$ cat src/rtl/hz_pkg.sv
// Package: shared constants and the bypass select coding for the hazard
// controller. Assumes two source operands per instruction.
package hz_pkg;
    localparam int NUM_SRC = 2;
    localparam int SEL_W   = 2;

    typedef enum logic [SEL_W-1:0] {
        SEL_RF    = 2'd0,
        SEL_EXMEM = 2'd1,
        SEL_MEMWB = 2'd2
    } byp_sel_e;
endpackage

$ cat src/rtl/hz_src_cmp.sv
// Module: compares one decode source against the execute and memory
// destinations. Assumes register 0 is constant zero, so it never matches.
// The younger producer (execute) wins the bypass select.
module hz_src_cmp
    import hz_pkg::*;
#(
    parameter int AW = 5
) (
    input  logic [AW-1:0] src,
    input  logic          use_src,
    input  logic [AW-1:0] ex_rd,
    input  logic          ex_wr,
    input  logic          ex_load,
    input  logic [AW-1:0] mem_rd,
    input  logic          mem_wr,
    input  logic          mem_load,
    output logic          hit_ex,
    output logic          ld_ex,
    output logic          ld_mem,
    output logic          br_fwd,
    output logic [SEL_W-1:0] sel
);
    logic live;
    logic hit_mem;

    // Match the source against both producer stages.
    always_comb begin
        live    = use_src && (src != '0);
        hit_ex  = live && ex_wr  && (ex_rd  == src);
        hit_mem = live && mem_wr && (mem_rd == src);
        ld_ex   = hit_ex  && ex_load;
        ld_mem  = hit_mem && mem_load;
        br_fwd  = hit_mem && !mem_load && !hit_ex;
    end

    // Choose the bypass source, with the youngest producer first.
    always_comb begin
        if (hit_ex)       sel = SEL_EXMEM;
        else if (hit_mem) sel = SEL_MEMWB;
        else              sel = SEL_RF;
    end
endmodule

$ cat src/rtl/hz_stall_unit.sv
// Module: combines the per-source matches into an interlock and the
// branch-not-taken recovery. Assumes branches resolve in decode and that
// a stall outranks a flush.
module hz_stall_unit
    import hz_pkg::*;
(
    input  logic               id_branch,
    input  logic               id_br_taken,
    input  logic [NUM_SRC-1:0] hit_ex,
    input  logic [NUM_SRC-1:0] ld_ex,
    input  logic [NUM_SRC-1:0] ld_mem,
    output logic               stall,
    output logic               flush
);
    // Load-use always interlocks; a branch also waits on execute ALU or memory load results.
    always_comb begin
        stall = (|ld_ex) || (id_branch && ((|hit_ex) || (|ld_mem)));
        flush = id_branch && id_br_taken && !stall;
    end
endmodule

$ cat src/rtl/hz_sel_reg.sv
// Module: decode/execute slice that carries the operand bypass selects
// with the instruction. A bubble or reset loads the register-file code.
module hz_sel_reg
    import hz_pkg::*;
(
    input  logic                          clk,
    input  logic                          rst_n,
    input  logic                          bubble,
    input  logic [NUM_SRC-1:0][SEL_W-1:0] sel_d,
    output logic [NUM_SRC-1:0][SEL_W-1:0] sel_q
);
    // Register the selects, and clear them on reset or a bubble.
    always_ff @(posedge clk) begin
        if (!rst_n || bubble) sel_q <= '0;
        else                  sel_q <= sel_d;
    end
endmodule

$ cat src/rtl/hz_ctrl.sv
// Module: top of the hazard and bypass controller. Assumes a five-stage
// in-order pipe, a register file that writes before it reads, and
// predict-not-taken fetch with branches resolved in decode.
module hz_ctrl
    import hz_pkg::*;
#(
    parameter int AW = 5
) (
    input  logic          clk,
    input  logic          rst_n,
    input  logic [AW-1:0] id_rs_a,
    input  logic [AW-1:0] id_rs_b,
    input  logic          id_use_a,
    input  logic          id_use_b,
    input  logic          id_branch,
    input  logic          id_br_taken,
    input  logic [AW-1:0] ex_rd,
    input  logic          ex_wr,
    input  logic          ex_load,
    input  logic [AW-1:0] mem_rd,
    input  logic          mem_wr,
    input  logic          mem_load,
    output logic          pc_hold,
    output logic          fd_hold,
    output logic          de_bubble,
    output logic          fd_kill,
    output logic          pc_redirect,
    output logic          br_byp_a,
    output logic          br_byp_b,
    output logic [1:0]    ex_sel_a,
    output logic [1:0]    ex_sel_b
);
    logic [NUM_SRC-1:0][AW-1:0]    src;
    logic [NUM_SRC-1:0]            use_v;
    logic [NUM_SRC-1:0]            hit_ex;
    logic [NUM_SRC-1:0]            ld_ex;
    logic [NUM_SRC-1:0]            ld_mem;
    logic [NUM_SRC-1:0]            br_fwd;
    logic [NUM_SRC-1:0][SEL_W-1:0] sel_d;
    logic [NUM_SRC-1:0][SEL_W-1:0] sel_q;
    logic                          stall;
    logic                          flush;

    // Gather the decode sources into an array.
    always_comb begin
        src[0]   = id_rs_a;
        src[1]   = id_rs_b;
        use_v[0] = id_use_a;
        use_v[1] = id_use_b;
    end

    // One comparator per source operand.
    for (genvar g = 0; g < NUM_SRC; g++) begin : g_src
        hz_src_cmp #(.AW(AW)) u_cmp (
            .src      (src[g]),
            .use_src  (use_v[g]),
            .ex_rd    (ex_rd),
            .ex_wr    (ex_wr),
            .ex_load  (ex_load),
            .mem_rd   (mem_rd),
            .mem_wr   (mem_wr),
            .mem_load (mem_load),
            .hit_ex   (hit_ex[g]),
            .ld_ex    (ld_ex[g]),
            .ld_mem   (ld_mem[g]),
            .br_fwd   (br_fwd[g]),
            .sel      (sel_d[g])
        );
    end

    hz_stall_unit u_stall (
        .id_branch   (id_branch),
        .id_br_taken (id_br_taken),
        .hit_ex      (hit_ex),
        .ld_ex       (ld_ex),
        .ld_mem      (ld_mem),
        .stall       (stall),
        .flush       (flush)
    );

    hz_sel_reg u_sel (
        .clk    (clk),
        .rst_n  (rst_n),
        .bubble (stall),
        .sel_d  (sel_d),
        .sel_q  (sel_q)
    );

    // Drive the pipeline control outputs.
    always_comb begin
        pc_hold     = stall;
        fd_hold     = stall;
        de_bubble   = stall;
        fd_kill     = flush;
        pc_redirect = flush;
        br_byp_a    = id_branch && br_fwd[0];
        br_byp_b    = id_branch && br_fwd[1];
        ex_sel_a    = sel_q[0];
        ex_sel_b    = sel_q[1];
    end
endmodule

$ cat config.mk
export PLATFORM = sky130hd
export DESIGN_NAME = hz_ctrl
export DESIGN_NICKNAME = d
export VERILOG_FILES = /design/src/rtl/hz_pkg.sv /design/src/rtl/hz_src_cmp.sv /design/src/rtl/hz_stall_unit.sv /design/src/rtl/hz_sel_reg.sv /design/src/rtl/hz_ctrl.sv
export SDC_FILE = /design/constraint.sdc
export NUM_CORES = 1
export LEC_CHECK = 0
export BUFFER_PORTS_ARGS = -buffer_cell sky130_fd_sc_hd__buf_2
export CAP_MARGIN = 20
export CORE_AREA = 4 4 41 43
export CTS_BUF_LIST = sky130_fd_sc_hd__clkbuf_8
export DETAILED_ROUTE_END_ITERATION = 7
export DIE_AREA = 0 0 45 47
export PLACE_DENSITY_LB_ADDON = 0.12
export SETUP_SLACK_MARGIN = 0.15
export SYNTH_ARGS = -nofsm -noshare
export SYNTH_HDL_FRONTEND = slang
export SYNTH_SLANG_ARGS = --single-unit
$ cat constraint.sdc
create_clock -name clk -period 2 [get_ports clk]
set_input_delay 0.2 -clock clk [delete_from_list [all_inputs] [get_ports clk]]
set_output_delay 0.2 -clock clk [all_outputs]
set_load 0.05 [all_outputs]
; After elaboration in Yosys (flattened, before gate mapping)
; Index checks and enable logic that the tools add are counted.
; W data, S select, Z words.
[word_totals]
ff_bits = 4
inputBits = 30
out_inout_bits = 11
[op_classes]
n_eq_ne = 4
muxes = 4
reduce_logical = 38
[op_table]
columns = cell, count
row1 = $logic_and A1 B1 Y1, 23
row2 = $eq A5 B5 Y1, 4
row3 = $reduce_bool A5 Y1, 2
row4 = $reduce_or A2 Y1, 5
row5 = $logic_not A1 Y1, 5
row6 = $mux W2, 2
row7 = $logic_or A1 B1 Y1, 3
row8 = $mux W1, 2

; Depth between registers and ports, before layout
[depth]
word_depth = 11
ltp_mapped = 7
mapped_depth_nobuf = 6

; Modules after synthesis
; From an unflattened synthesis, not the netlist that was laid out.
[hier_totals]
hier_cells = 65
hier_area_um2 = 533.0
[by_module_without_submodules]
columns = module, instances, cells_per_inst, area_per_inst_um2, seq_area_each_um2
row1 = hz_src_cmp, 2, 24, 176.4, 0.0
row2 = hz_sel_reg, 1, 8, 115.1, 80.1
row3 = hz_ctrl, 1, 5, 35.0, 0.0
row4 = hz_stall_unit, 1, 4, 30.0, 0.0

; Worst setup path before layout
; Ideal clock, no wire load.
[synth_path]
path_type = input-to-output
from = input ex_rd[1]
to = output fd_hold
t_arrival_ps = 2112
required_time_ps = 1800
slack_ps = -312
path_stages = 7
n_path_buf = 1
cell_sequence = xor2_1 -> nor4_1 -> nand4b_2 -> a21boi_1 -> nor2_1 -> nor2_1 -> buf_4
[synth_via]
elab_chain_len = 6
word_cells_on_any_way = 11
[synth_lines]
columns = item, line
row1 = start: declaration, hz_ctrl.sv:17  ; input logic [AW-1:0] ex_rd,
row2 = $eq A5 B5 Y1, hz_src_cmp.sv:29  ; hit_ex = live && ex_wr && (ex_rd == src);
row3 = $logic_and A1 B1 Y1, hz_src_cmp.sv:29
row4 = $reduce_or A2 Y1, hz_stall_unit.sv:17  ; stall = (|ld_ex) || (id_branch && ((|hit_ex) || (|ld_mem)));
row5 = $logic_or A1 B1 Y1, hz_stall_unit.sv:17
row6 = $logic_and A1 B1 Y1, hz_stall_unit.sv:17
row7 = $logic_or A1 B1 Y1 (*), hz_stall_unit.sv:17
row8 = end: declaration, hz_ctrl.sv:24  ; output logic fd_hold,
; Mark *: on every way between the ends. The rest lies on a longest branch, timed or not.

; Worst setup path after layout
[layout_path]
from = input id_rs_a[4]
to = output br_byp_a
[layout_via]
elab_chain_len = 7
word_cells_on_any_way = 12
[layout_lines]
columns = item, line
row1 = start: declaration, hz_ctrl.sv:11  ; input logic [AW-1:0] id_rs_a,
row2 = $reduce_bool A5 Y1, hz_src_cmp.sv:28  ; live = use_src && (src != '0);
row3 = $logic_and A1 B1 Y1, hz_src_cmp.sv:28
row4 = $logic_and A1 B1 Y1 (on tied branches) (2 in a row), "hz_src_cmp.sv:30, hz_src_cmp.sv:29"
row5 = $logic_and A1 B1 Y1 / $logic_not A1 Y1 (equally long branches), hz_src_cmp.sv:33  ; br_fwd = hit_mem && !mem_load && !hit_ex;
row6 = $logic_and A1 B1 Y1 (*), hz_src_cmp.sv:33
row7 = $logic_and A1 B1 Y1 (*), hz_ctrl.sv:96  ; br_byp_a = id_branch && br_fwd[0];
row8 = end: declaration, hz_ctrl.sv:28  ; output logic br_byp_a,
; Marked as above.

==> summary.md <==
| Metric | Value |
|---|---|
| Status | `complete, no violations` |
| Post-synth top area share | `0.214` |
| Final Hold Vio Count | `0` |
| Clock buffer count from CTS | `3` |
| Critical path, cell by cell | `buf_8, or4_4, o21ai_4, nand4b_4, buf_6, nand2_1, nor2_2, buf_6` |
| CP startpoint kind | `input port` |
| Post-route cell area | `1150 um^2` |
| Most common cell after layout, fill and taps aside | `buf_2` |
| Io pins | `41` |
| Root Buffer | `clkbuf_8` |
| PnR worst setup slack | `39.3 ps` |
| NumNets Final | `148` |
| Biggest register | `u_sel.sel_q` |
| Syn Std Cell Area | `490 um^2` |
| Worst slack, placed | `-86.6 ps` |
| CP Max Fanout | `3` |
| Starting DRT DRC Count | `11` |
| Hold WC Path Type | `in2reg` |
| Leading post-synthesis cells by cell area | `xnor2_1, dfxtp_1, xor2_1` |
| DR vias/cell | `5.02` |
| Top cell by count, worst path | `buf_6` |
| Antenna cells | `0` |
| Horiz. Die Dim | `45 um` |
| Slew Viols, Final | `0` |
| Seq/Total Area, Yosys | `0.163` |
| Layout cells sized above 1 | `0.724` |
| DR vias | `657` |
| Die height | `47 um` |
| Hold_buf cts | `0` |
| Clock sinks | `4` |
| Maximum clock frequency | `510 MHz` |
| CTS tree | `yes` |
| Worst VDD drop | `0.199 mV` |
| # Max-Cap Violations | `0` |
| Vias in the first global route | `648` |
| Core area | `1300 um^2` |
| Rel. slew slack | `0.798` |
| Hold WS | `258 ps` |
| CP required | `1800 ps` |
| GRT overflow | `0` |
| Syn_area_per_cell | `8.17 um^2` |
| Post-route ant nets | `0` |
| WL final | `2260 um` |
| Dpl hpwl | `1280 um` |
| Area of placed instances | `797 um^2` |
| Largest regs | `u_sel.sel_q x4` |
| Setup crit end kind | `output pin` |
| Slew of the pin with the lowest slew margin | `302 ps` |
| CTS max path bufs | `2` |
| Synth area leader | `xnor2_1` |
| Port Buffers | `40` |
| Die area | `2120 um^2` |
| #FFs+latches synth | `4` |
| Power per cell area | `387 nW/um^2` |
| Min Tclk post-route | `1960 ps` |
| Synthesized Nets | `90` |
| Max reg flops | `4` |
| GPL Wtd Cong | `0.756` |
| Total GRT Usage | `0.168` |
| Yosys cell types | `18` |
| Leak | `0.520 nW` |
| RSZ-0062 raised after global routing | `true` |
| Post-DR wirelength/cell | `17.2 um` |
| Remaining DRCs | `0` |
| Clock H-tree levels | `1` |
| Commonest non-fill, non-tap cells in the layout | `buf_2, buf_4, xnor2_1, buf_6` |
| Setup TNS | `0 ps` |
| Synth-to-Final Area Change | `134%` |
| First-pass GRT wire length | `2620 um` |
| Filler cells | `76` |
| TritonRoute pass-1 iters | `4` |
| Pin count of the biggest net entering global routing | `6` |
| # setup viols final | `0` |
| Clock-pin transition on the worst setup and hold timing paths | `30 ps` |
| Slowest stage delay, CP | `550 ps` |
| Syn Inst Count | `60` |
| Crit share post-route | `0.980` |
| Initial antenna violation count | `0` |
| Cell row count | `13` |
| Starting Density | `0.377` |
| Critical path type | `in2out` |
| Slowest CP cell | `or4_4` |
| Yosys warns | `0` |
| CP Data Arrival Time | `1760 ps` |
## metal layers
| layer | wire, um | part of all wire | GRT usage |
|---|---|---|---|
| met5 | 0 | 0 | 0 |
| met3 | 126 | 0.056 | 0.0307 |
| met4 | 74 | 0.033 | 0.0526 |
| met1 | 836 | 0.37 | 0.208 |
| met2 | 1220 | 0.54 | 0.294 |
## final cells by class
type / instances / area [um^2] / area share
Tap cell: 15 / 18.8 / 0.0163
Timing Repair Buffer: 56 / 438 / 0.381
Multi-Input combinational cell: 53 / 572 / 0.497
Clock buffer: 3 / 41.3 / 0.0359
Sequential cell: 4 / 80.1 / 0.0696
## power by group
part | leakage [nW] | switching, W | internal, W
clock | 0.0216 | 0.0000390 | 0.000128
sequential | 0.0322 | 0.0000000524 | 0.0000806
combinational | 0.466 | 0.0000977 | 0.0000990
total | 0.520 | 0.000137 | 0.000308
## per-stage QoR
stage / util / power [W] / instances
after floorplan: - / 0.000152 / 60
after global placement: 0.613 / 0.000213 / 124
after detailed placement: 0.613 / 0.000214 / 124
after CTS: 0.744 / 0.000404 / 128
after global routing: 0.884 / 0.000465 / 131
final: 0.884 / 0.000444 / 131
## what timing repair did
item	4_1_cts	5_1_grt
endpoints found under the setup margin	7	7
setup buffers	1	3
pin swaps	7	5
gates resized for setup	31	28
## synthesized netlist by cell type
master	n
or4_1	2
nand4_1	2
nor2_1	8
nand4b_2	2
nand2b_1	1
xor2_1	8
dfxtp_1	4
nand2_1	6
nor3_1	2
o21a_1	1
buf_4	3
o22a_2	1
nor4_1	2
a21boi_1	1
nor3b_2	2
and3_1	1
xnor2_1	12
o21ai_2	2
## logic make-up after synthesis
group	Yosys count	share of synthesized area
flip-flops	4	0.163
XOR/XNOR	20	0.357
AND/OR/NAND/NOR	28	0.347
AO/OA/AOI/OAI	5	0.0868
buffers and inverters	3	0.0459
## path summary, 6_finish.rpt
check / startpoint / endpoint / slack (ps) / depth (start not counted)
min: rst_n / u_sel.sel_q[3] / 260 / 2
max: id_rs_a[4] / br_byp_a / 40 / 8
## critical path, delay by kind of cell
family | cells | cell delay [ps]
simple gates | 4 | 990
buf+inv | 3 | 410
compound gates | 1 | 170
(Power assumes the default switching activity.)
